### config.mk
export PLATFORM = sky130hd
export DESIGN_NAME = i2c_addr_match
export DESIGN_NICKNAME = d
export VERILOG_FILES = /design/src/rtl/i2c_addr_match_pkg.sv /design/src/rtl/i2c_addr_cmp.sv /design/src/rtl/i2c_addr_seq.sv /design/src/rtl/i2c_addr_match.sv
export SDC_FILE = /design/constraint.sdc
export NUM_CORES = 1
export LEC_CHECK = 0
export ABC_AREA = 1
export BUFFER_PORTS_ARGS = -buffer_cell sky130_fd_sc_hd__buf_2
export CORE_ASPECT_RATIO = 1.1
export CORE_UTILIZATION = 50
export DETAILED_ROUTE_END_ITERATION = 8
export HOLD_SLACK_MARGIN = 0.03
export PLACE_DENSITY = 0.88
export SLEW_MARGIN = 10
export SYNTH_ARGS = -nofsm -noshare
export SYNTH_HDL_FRONTEND = slang
export SYNTH_SLANG_ARGS = --single-unit
### constraint.sdc
create_clock -name clk -period 1.7 [get_ports clk]
set_clock_uncertainty 0.1 [all_clocks]
set_input_delay 0.255 -clock clk [delete_from_list [all_inputs] [get_ports clk]]
set_output_delay 0.255 -clock clk [all_outputs]
set_load 0.1 [all_outputs]
### src/rtl/i2c_addr_match_pkg.sv
// Shared types and helpers for the I2C slave address matcher.
// Assumes an 8-bit byte lane and a 5-bit ignore-select field.
package i2c_addr_match_pkg;

    localparam int BYTE_W = 8;
    localparam int MASK_W = 5;

    // Sequencer position within an address phase.
    typedef enum logic [1:0] {
        ST_IDLE = 2'd0,   // not selected, wait for Start
        ST_ADDR = 2'd1,   // next byte is first address byte
        ST_LOW  = 2'd2,   // 10-bit: next byte is low address byte
        ST_DATA = 2'd3    // selected, bytes are data
    } am_state_t;

    // Build the per-bit ignore vector from the mask selects and the mode.
    function automatic logic [BYTE_W-1:0] ignore_vec(input logic [MASK_W-1:0] msk,
                                                     input logic wide);
        logic [BYTE_W-1:0] v;
        v = '0;
        for (int i = 1; i < MASK_W; i++) begin
            v[i+1] = msk[i];
        end
        v[1] = msk[0];
        v[0] = msk[0] & wide;
        return v;
    endfunction

endpackage

### src/rtl/i2c_addr_cmp.sv
// Combinational address comparator.
// Produces the four candidate decisions for one received byte; the
// sequencer picks which one applies. Assumes own_addr is registered.
module i2c_addr_cmp
    import i2c_addr_match_pkg::*;
#(
    parameter int W  = BYTE_W,
    parameter int MW = MASK_W
) (
    input  logic [W-1:0]  rx_byte,
    input  logic [W-1:0]  own_addr,
    input  logic [MW-1:0] mask_sel,
    input  logic          wide_mode,
    input  logic          gcall_en,
    output logic          gc_hit,
    output logic          hit7,
    output logic          hi10,
    output logic          lo10
);

    localparam logic [4:0] HI_TAG = 5'b11110;

    logic [W-1:0] ign;
    logic [W-1:0] diff;

    // Differences that survive the ignore vector.
    always_comb begin
        ign  = ignore_vec(mask_sel, wide_mode);
        diff = (rx_byte ^ own_addr) & ~ign;
    end

    // Decision terms for each address-byte kind.
    always_comb begin
        gc_hit = gcall_en && (rx_byte == '0);
        hit7   = (rx_byte[W-1:1] != '0) && (diff[W-1:1] == '0);
        hi10   = (rx_byte[W-1:W-5] == HI_TAG) && (rx_byte[W-1:1] == own_addr[W-1:1]);
        lo10   = (diff == '0);
    end

endmodule

### src/rtl/i2c_addr_seq.sv
// Address-phase sequencer.
// Walks Start -> address byte(s) -> data, issues the acknowledge and match
// pulses, holds the direction, the reload flag and the data/address flag.
// Assumes start/stop/nack pulses never coincide with byte_vld.
module i2c_addr_seq
    import i2c_addr_match_pkg::*;
#(
    parameter int W = BYTE_W
) (
    input  logic         clk,
    input  logic         rst_n,
    input  logic         start_det,
    input  logic         stop_det,
    input  logic         nack_det,
    input  logic         byte_vld,
    input  logic [W-1:0] rx_byte,
    input  logic         addr_we,
    input  logic         wide_mode,
    input  logic         gcall_en,
    input  logic         gc_hit,
    input  logic         hit7,
    input  logic         hi10,
    input  logic         lo10,
    output logic         addr_hit,
    output logic         addr_ack,
    output logic         rw_dir,
    output logic         rw_valid,
    output logic         need_addr_upd,
    output logic         data_phase
);

    am_state_t st;
    logic      armed;   // full 10-bit write match seen in this transfer

    // Sequencer and output registers.
    always_ff @(posedge clk) begin
        if (!rst_n) begin
            st            <= ST_IDLE;
            armed         <= 1'b0;
            addr_hit      <= 1'b0;
            addr_ack      <= 1'b0;
            rw_dir        <= 1'b0;
            rw_valid      <= 1'b0;
            need_addr_upd <= 1'b0;
            data_phase    <= 1'b0;
        end else begin
            addr_hit <= 1'b0;
            addr_ack <= 1'b0;
            if (addr_we) begin
                need_addr_upd <= 1'b0;
            end
            if (stop_det) begin
                st       <= ST_IDLE;
                armed    <= 1'b0;
                rw_valid <= 1'b0;
            end else if (start_det) begin
                st       <= ST_ADDR;
                rw_valid <= 1'b0;
            end else begin
                if (nack_det) begin
                    rw_valid <= 1'b0;
                end
                if (byte_vld) begin
                    unique case (st)
                        ST_ADDR: begin
                            if (gc_hit) begin
                                addr_hit   <= 1'b1;
                                addr_ack   <= 1'b1;
                                rw_dir     <= 1'b0;
                                rw_valid   <= 1'b1;
                                data_phase <= 1'b0;
                                st         <= ST_DATA;
                            end else if (!wide_mode && hit7) begin
                                addr_hit   <= 1'b1;
                                addr_ack   <= 1'b1;
                                rw_dir     <= rx_byte[0];
                                rw_valid   <= 1'b1;
                                data_phase <= 1'b0;
                                st         <= ST_DATA;
                            end else if (wide_mode && hi10 && !rx_byte[0]) begin
                                addr_ack      <= 1'b1;
                                need_addr_upd <= 1'b1;
                                armed         <= 1'b0;
                                st            <= ST_LOW;
                            end else if (wide_mode && hi10 && rx_byte[0] && armed) begin
                                addr_hit   <= 1'b1;
                                addr_ack   <= 1'b1;
                                rw_dir     <= 1'b1;
                                rw_valid   <= 1'b1;
                                data_phase <= 1'b0;
                                st         <= ST_DATA;
                            end else begin
                                st <= ST_IDLE;
                            end
                        end
                        ST_LOW: begin
                            if (lo10) begin
                                addr_hit      <= 1'b1;
                                addr_ack      <= 1'b1;
                                rw_dir        <= 1'b0;
                                rw_valid      <= 1'b1;
                                data_phase    <= 1'b0;
                                need_addr_upd <= 1'b1;
                                armed         <= 1'b1;
                                st            <= ST_DATA;
                            end else begin
                                st <= ST_IDLE;
                            end
                        end
                        ST_DATA: data_phase <= 1'b1;
                        default: ;
                    endcase
                end
            end
        end
    end

    // a match pulse only ever follows a byte strobe.
    a_r2_hit_after_strobe: assert property (@(posedge clk) disable iff (!rst_n)
        addr_hit |-> $past(byte_vld));

    // an enabled general call is matched as a write.
    a_r5_gcall_taken: assert property (@(posedge clk) disable iff (!rst_n)
        (byte_vld && !start_det && !stop_det && st == ST_ADDR && gcall_en && rx_byte == '0)
        |=> (addr_hit && addr_ack && !rw_dir));

    // the reload flag only rises in 10-bit mode.
    a_r9_upd_wide_only: assert property (@(posedge clk) disable iff (!rst_n)
        $rose(need_addr_upd) |-> $past(wide_mode));

    // a Stop drops the direction validity.
    a_r10_stop_clears_dir: assert property (@(posedge clk) disable iff (!rst_n)
        stop_det |=> !rw_valid);

    // bus events and the byte strobe never share a cycle (input rule).
    a_r10_events_apart: assert property (@(posedge clk) disable iff (!rst_n)
        byte_vld |-> !(start_det || stop_det || nack_det));

    // a byte in a selected transfer marks the data phase.
    a_r11_data_marked: assert property (@(posedge clk) disable iff (!rst_n)
        (byte_vld && st == ST_DATA && !start_det && !stop_det) |=> data_phase);

endmodule

### src/rtl/i2c_addr_match.sv
// Top of the I2C slave address matcher.
// Holds the host-written own-address byte and joins the comparator to the
// sequencer. Assumes byte_vld and the bus-event pulses come from a
// bit-level receiver in the same clock domain.
module i2c_addr_match
    import i2c_addr_match_pkg::*;
#(
    parameter int W  = BYTE_W,
    parameter int MW = MASK_W
) (
    input  logic          clk,
    input  logic          rst_n,
    input  logic          start_det,
    input  logic          stop_det,
    input  logic          nack_det,
    input  logic          byte_vld,
    input  logic [W-1:0]  rx_byte,
    input  logic          addr_we,
    input  logic [W-1:0]  addr_wdata,
    input  logic          wide_mode,
    input  logic          gcall_en,
    input  logic [MW-1:0] mask_sel,
    output logic          addr_hit,
    output logic          addr_ack,
    output logic          rw_dir,
    output logic          rw_valid,
    output logic          need_addr_upd,
    output logic          data_phase
);

    logic [W-1:0] own_addr;
    logic         gc_hit, hit7, hi10, lo10;

    // Own-address byte, written by the host.
    always_ff @(posedge clk) begin
        if (!rst_n) begin
            own_addr <= '0;
        end else if (addr_we) begin
            own_addr <= addr_wdata;
        end
    end

    i2c_addr_cmp #(.W(W), .MW(MW)) u_cmp (
        .rx_byte   (rx_byte),
        .own_addr  (own_addr),
        .mask_sel  (mask_sel),
        .wide_mode (wide_mode),
        .gcall_en  (gcall_en),
        .gc_hit    (gc_hit),
        .hit7      (hit7),
        .hi10      (hi10),
        .lo10      (lo10)
    );

    i2c_addr_seq #(.W(W)) u_seq (
        .clk           (clk),
        .rst_n         (rst_n),
        .start_det     (start_det),
        .stop_det      (stop_det),
        .nack_det      (nack_det),
        .byte_vld      (byte_vld),
        .rx_byte       (rx_byte),
        .addr_we       (addr_we),
        .wide_mode     (wide_mode),
        .gcall_en      (gcall_en),
        .gc_hit        (gc_hit),
        .hit7          (hit7),
        .hi10          (hi10),
        .lo10          (lo10),
        .addr_hit      (addr_hit),
        .addr_ack      (addr_ack),
        .rw_dir        (rw_dir),
        .rw_valid      (rw_valid),
        .need_addr_upd (need_addr_upd),
        .data_phase    (data_phase)
    );

endmodule

==> metrics.csv, run 1 <==
stage;metric;value;unit
worst_setup_path;family with the most delay on the worst path;simple AND/OR/NAND/NOR gates;
cells_and_area;Biggest register;own_addr;
power;IR drop worst, VDD;0.436;mV
sta;Final period util;0.924;
global_routing;Global Route Usage Sum;0.226;
routing;first-pass detailed-route iteration total;4;
synthesis;Cells after Synth;197;
sta;Fin. Hold Viols;0;
worst_setup_path;R2R cell count;9;
worst_setup_path;CP cell instances;inv_1 -> ha_1 -> nor2_1 -> nor2_1 -> nand2_2 -> nor2_2 -> nand3_1 -> nand2_1 -> nor2_1;
synthesis;register area share after synthesis;0.290;
hold_path;Hold Crit Endpoint;u_seq.armed$_SDFFE_PP0P_;
global_routing;global route overflow;0;
global_routing;first-pass GRT wire length;4180;um
worst_setup_path;Setup CP Type;flip-flop to flip-flop;
worst_setup_path;CP max stage cell;dfxtp_1;
placed_design;Port Buffers;35;
worst_setup_path;CP Data Arrival Time;1.66;ns
synthesis;area leader, netlist;dfxtp_1;
sta;final setup margin;0.129;ns
sta;endpoints failing setup;0;
hold_path;Min-Delay Startpoint;stop_det;
power;static leakage;0.741;nW
cells_and_area;Area growth, synth to finish;23.3;%
synthesis;post-synth top area share;0.290;
clock_network;root buffer cell;clkbuf_4;
clock_network;clk_lat worst skew;0.29;ns
synthesis;dominant cells by area after synthesis;dfxtp_1, nand2_1, inv_1;
die;Die Area;2550;um^2
worst_setup_path;Critical R2R Launch;u_seq.st[0]$_SDFFE_PP0P_;
routing;number of remaining DRC errors;0;
cells_and_area;most frequent cells in the layout;nand2_1, buf_2, inv_1;
sta;Max Slew Vio Count;0;
clock_network;clock transition at the registers of the reported paths;0.10;ns
worst_setup_path;crit-path max cell delay;0.34;ns
power;PwrDens;577;nW/um^2
worst_setup_path;Req. time, crit path;1.79;ns
placed_design;HPWL Detailed;2020;um
clock_network;TritonCTS clock tree;yes;
sta;Tmin final;1.57;ns
synthesis;Avg Cell Area, Syn;5.96;um^2
worst_setup_path;crit-path max FO;6;
global_routing;vias in the first global route;1125;
clock_network;Clock Tree Buf Depth;2;
hold_path;number of cells on the worst hold path;4;
cells_and_area;Largest regs;own_addr: 8 flops, u_seq.st: 2 flops;
hold_path;worst hold path class;input pin to flip-flop;
worst_setup_path;CP Launch Type;flip-flop;
die;Top-Level Pins;36;
placed_design;routability congestion estimate;0.873;
routing;via count;1298;
worst_setup_path;reg2reg end;u_seq.rw_dir$_SDFFE_PN0P_;
sta;actual slew at the worst max-slew pin;0.484;ns
synthesis;syn_nets;231;
power;Power Total;836;uW
worst_setup_path;CP dominant cell by count;nor2_1;
synthesis;#FFs+latches synth;17;
routing;Final ANT Viol Nets;0;
clock_network;CTS Sinks;17;
cells_and_area;share of post-route cells with drive strength above 1;0.253;
sta;Fin Hold WS;0.126;ns
die;DIE HEIGHT;52.8;um
die;die span in x;48.2;um
routing;routed len/inst;9.74;um
global_routing;largest net degree at the start of global routing;17;
sta;Max-slew headroom;0.680;
die;core box area;2230;um^2
die;Rows;18;
routing;1st-iter DRT viols;42;
run_status;outcome;finished, final reports clean;
cells_and_area;commonest non-fill, non-tap cell in the layout;nand2_1;
synthesis;Netlist Area Pre-Place;1170;um^2
clock_network;total CTS buffers;3;
cells_and_area;number of flip-flops under the largest register name;8;
placed_design;Place WS;0.144;ns
routing;Vias/cell;4.86;
cells_and_area;Final Net Count;272;
worst_setup_path;Buf/Inv on CP;1;
die;Initial Util;0.526;
synthesis;synth unique cells;22;
global_routing;initial antenna violation count;0;
sta;Max Freq;0.637;GHz
synthesis;yosys warns;0;
routing;WL final;2600;um
worst_setup_path;r2r setup slk;0.13;ns
worst_setup_path;Crit. End Element;flip-flop;
clock_network;htree depth;1;
run;Max-Cap Viols;0;
cells_and_area;diodes inserted;0;
==> worst register-to-register path, delay by kind of cell, from the launching register on <==
family	cells	cell delay, ns
buffers and inverters	1	0.11
adders and majority gates	1	0.30
DFF	1	0.34
and+or+nand+nor	7	0.63
==> synthesized netlist by cell type, drive strengths merged <==
| cell type | number |
|---|---|
| nand2 | 61 |
| inv | 34 |
| nor2 | 32 |
| dfxtp | 17 |
| a21oi | 15 |
| o21ai | 12 |
| nand3 | 7 |
| nand3b | 5 |
| ha | 4 |
| a21boi | 2 |
| a31oi | 2 |
| clkbuf | 2 |
| nand4 | 2 |
| and2 | 1 |
| nor3 | 1 |
==> worst max-delay path by stage <==
stage	from	to	slack (ns)	cells past startpoint
finish	u_seq.st[0]$_SDFFE_PP0P_	u_seq.rw_dir$_SDFFE_PN0P_	0.13	9
global route	own_addr[6]$_SDFFE_PN0P_	u_seq.data_phase$_SDFFE_PN0P_	-0.02	13
CTS	u_seq.st[0]$_SDFFE_PP0P_	u_seq.rw_dir$_SDFFE_PN0P_	0.13	9
detailed placement	rx_byte[0]	u_seq.data_phase$_SDFFE_PN0P_	0.14	13
global placement	rx_byte[1]	u_seq.data_phase$_SDFFE_PN0P_	0.17	13
floorplan	u_seq.rw_valid$_SDFF_PP0_	u_seq.rw_valid$_SDFF_PP0_	0.12	8
==> stage by stage <==
stage          utilization  setup TNS (ns)  cell area (um^2)  instances
2_1_floorplan            -               0              1170        197
3_3_place_gp         0.625               0              1390        262
3_5_place_dp         0.625               0              1390        262
4_1_cts              0.637               0              1420        266
5_1_grt              0.649         -0.0162              1450        267
6_report             0.649               0              1450        267
==> power breakdown <==
| group | internal, mW | switching (mW) | total [mW] |
|---|---|---|---|
| clock | 0.0911 | 0.126 | 0.217 |
| combinational | 0.0780 | 0.118 | 0.196 |
| sequential | 0.415 | 0.00808 | 0.423 |
==> routing by layer <==
layer / GRT usage / share of wire / vias to the layer above
li1: - / - / 693
met1: 0.291 / 0.47 / 571
met2: 0.378 / 0.49 / 30
met3: 0.0310 / 0.035 / 4
met4: 0.0648 / 0.011 / 0
met5: 0 / 0 / -
==> timing repair <==
item | 4_1_cts | 5_1_grt
gates resized for setup | 0 | 8
hold buffers | 0 | 0
buffers inserted | 0 | 1
endpoints found under the setup margin | 0 | 2
==> area by class of cell <==
class,instances,area (um^2)
Sequential cell,17,343
Clock buffer,4,26.3
Multi-Input combinational cell,144,716
Tap cell,30,37.5
Inverter,34,128
Timing Repair Buffer,38,198
Fill cell,213,782
==> kinds of logic after synthesis <==
kind of cell	count (synthesis)	share of synthesized area
flip-flops	17	0.290
buffers and inverters	36	0.115
AND/OR/NAND/NOR	109	0.414
adder cells (fa/ha/maj)	4	0.0426
AO/OA/AOI/OAI	31	0.139
No activity file was read; power rests on OpenSTA's default activity.
==> inputs of run 2 (changes only) <==
--- a/config.mk
+++ b/config.mk
@@ -7,11 +7,14 @@
 export LEC_CHECK = 0
 export ABC_AREA = 1
 export BUFFER_PORTS_ARGS = -buffer_cell sky130_fd_sc_hd__buf_2
+export CAP_MARGIN = 40
+export CELL_PAD_IN_SITES_DETAIL_PLACEMENT = 0
+export CELL_PAD_IN_SITES_GLOBAL_PLACEMENT = 1
 export CORE_ASPECT_RATIO = 1.1
-export CORE_UTILIZATION = 50
+export CORE_UTILIZATION = 33
 export DETAILED_ROUTE_END_ITERATION = 8
 export HOLD_SLACK_MARGIN = 0.03
-export PLACE_DENSITY = 0.88
+export PLACE_DENSITY_LB_ADDON = 0.05
 export SLEW_MARGIN = 10
 export SYNTH_ARGS = -nofsm -noshare
 export SYNTH_HDL_FRONTEND = slang
==> metrics.csv, run 2 (synthesis gave the netlist of run 1 again) <==
stage;metric;value;unit
placed_design;DP Area;1420;um^2
clock_network;Clock Tree Buf Depth;2;
sta;actual slew at the worst max-slew pin;0.486;ns
sta;setup_tns;0;ns
routing;routed len/inst;9.84;um
routing;first-pass detailed-route iteration total;4;
routing;WL final;2800;um
global_routing;initial antenna violation count;0;
worst_setup_path;R2R cell count;13;
sta;Max Freq;0.659;GHz
cells_and_area;commonest non-fill, non-tap cell in the layout;nand2_1;
clock_network;clk_lat worst skew;0.28;ns
worst_setup_path;crit-path max FO;4;
sta;endpoints failing setup;0;
sta;unrepaired setup endpoints after global routing;false;
cells_and_area;Biggest register;own_addr;
routing;Final ANT Viol Nets;0;
clock_network;clock transition at the registers of the reported paths;0.10;ns
sta;Fin Hold WS;0.137;ns
sta;final setup margin;0.184;ns
cells_and_area;Area growth, synth to finish;24.3;%
global_routing;Global Route Usage Sum;0.164;
die;Rows;22;
sta;Max Slew Vio Count;0;
worst_setup_path;Crit. End Element;flip-flop;
cells_and_area;final std cells w/o fill;285;
worst_setup_path;crit-path max cell delay;0.34;ns
global_routing;global route overflow;0;
placed_design;routability congestion estimate;0.768;
global_routing;GRT busiest layer;met2;
worst_setup_path;CP Launch Type;flip-flop;
cells_and_area;share of post-route cells with drive strength above 1;0.236;
routing;Vias/cell;4.46;
worst_setup_path;Setup CP Type;flip-flop to flip-flop;
placed_design;Port Buffers;35;
die;Initial Util;0.349;
global_routing;met2 Resource Use GR;0.314;
power;static leakage;0.742;nW
worst_setup_path;CP Data Arrival Time;1.60;ns
worst_setup_path;family with the most delay on the worst path;simple AND/OR/NAND/NOR gates;
global_routing;vias in the first global route;1218;
run;Max-Cap Viols;0;
clock_network;CTS Hold Buffers Added;0;
cells_and_area;diodes inserted;0;
run_status;outcome;finished, final reports clean;
sta;Final period util;0.892;
worst_setup_path;Req. time, crit path;1.79;ns
clock_network;CTS Sinks;17;
cells_and_area;most frequent cells in the layout;nand2_1, buf_2, inv_1;
hold_path;worst hold path class;input pin to flip-flop;
hold_path;number of cells on the worst hold path;4;
sta;Max-slew headroom;0.678;
global_routing;GR Util met3;0.0180;
sta;Fin. Hold Viols;0;
worst_setup_path;Buf/Inv on CP;2;
die;core box area;3360;um^2
cells_and_area;Post-Layout Inst Area;1460;um^2
die;DIE HEIGHT;64.5;um
die;Die Area;3800;um^2
routing;via count;1271;
worst_setup_path;CP cell instances;inv_1 -> nand2_1 -> nand2_2 -> nor2_4 -> inv_2 -> nor2_2 -> nand2_2 -> nand2_2 -> nand2_2 -> nor2_2 -> nand3_1 -> nand2_1 -> nor2_1;
die;Top-Level Pins;36;
routing;number of remaining DRC errors;0;
cells_and_area;number of flip-flops under the largest register name;8;
worst_setup_path;Crit path depth;13;
power;PwrDens;566;nW/um^2
clock_network;TritonCTS clock tree;yes;
placed_design;HPWL Detailed;2360;um
cells_and_area;Final Net Count;272;
clock_network;htree depth;1;
power;IR drop worst, VDD;0.204;mV
worst_setup_path;CP dominant cell by count;nand2_2;
global_routing;met1 GRT Util;0.174;
placed_design;Placed Instances;281;
global_routing;first-pass GRT wire length;4820;um
clock_network;root buffer cell;clkbuf_4;
die;die span in x;58.9;um
worst_setup_path;r2r setup slk;0.18;ns
cells_and_area;Largest regs;own_addr: 8 flops, u_seq.st: 2 flops;
routing;1st-iter DRT viols;66;
sta;Tmin final;1.52;ns
clock_network;total CTS buffers;3;
worst_setup_path;CP max stage cell;dfxtp_2;
global_routing;largest net degree at the start of global routing;17;
placed_design;Place WS;0.103;ns
run 2: path summary, 6_finish.rpt:
check,start,to
worst max-delay path,own_addr[7]$_SDFFE_PN0P_,u_seq.rw_dir$_SDFFE_PN0P_
worst min-delay path,stop_det,u_seq.armed$_SDFFE_PP0P_
worst max register to register,own_addr[7]$_SDFFE_PN0P_,u_seq.rw_dir$_SDFFE_PN0P_
worst min register to register,u_seq.armed$_SDFFE_PP0P_,u_seq.armed$_SDFFE_PP0P_
run 2: repair_timing:
item	CTS	global route
hold endpoints to repair	0	0
buffers inserted	0	0
resized for setup	0	4
setup endpoints to repair	0	4
run 2: tightest hold or removal path: cells and delay by family:
kind                   cells  cell delay (ns)
AND/OR/NAND/NOR            3             0.15
buffers and inverters      1             0.09
run 2: metrics by stage:
stage / utilization / power (mW)
final: 0.434 / 0.825
after detailed placement: 0.424 / 0.619
after CTS: 0.432 / 0.839
after floorplan: - / 0.550
after global routing: 0.434 / 0.888
after global placement: 0.424 / 0.614
run 2: where the power goes:
| group | total, mW | switching [mW] | internal, mW |
|---|---|---|---|
| sequential | 0.422 | 0.00820 | 0.414 |
| combinational | 0.188 | 0.115 | 0.0733 |
| clock | 0.215 | 0.124 | 0.0910 |
run 2: metal layers:
| metal | vias to the layer above | part of all wire |
|---|---|---|
| met1 | 560 | 0.43 |
| met5 | - | 0 |
| met4 | 0 | 0.016 |
| met3 | 5 | 0.025 |
| li1 | 690 | - |
| met2 | 16 | 0.53 |
run 2: final cells by class:
| type | instances | area, um^2 |
|---|---|---|
| Inverter | 34 | 128 |
| Clock buffer | 4 | 26.3 |
| Sequential cell | 17 | 342 |
| Timing Repair Buffer | 38 | 198 |
| Tap cell | 48 | 60.1 |
| Fill cell | 414 | 1900 |
| Multi-Input combinational cell | 144 | 706 |
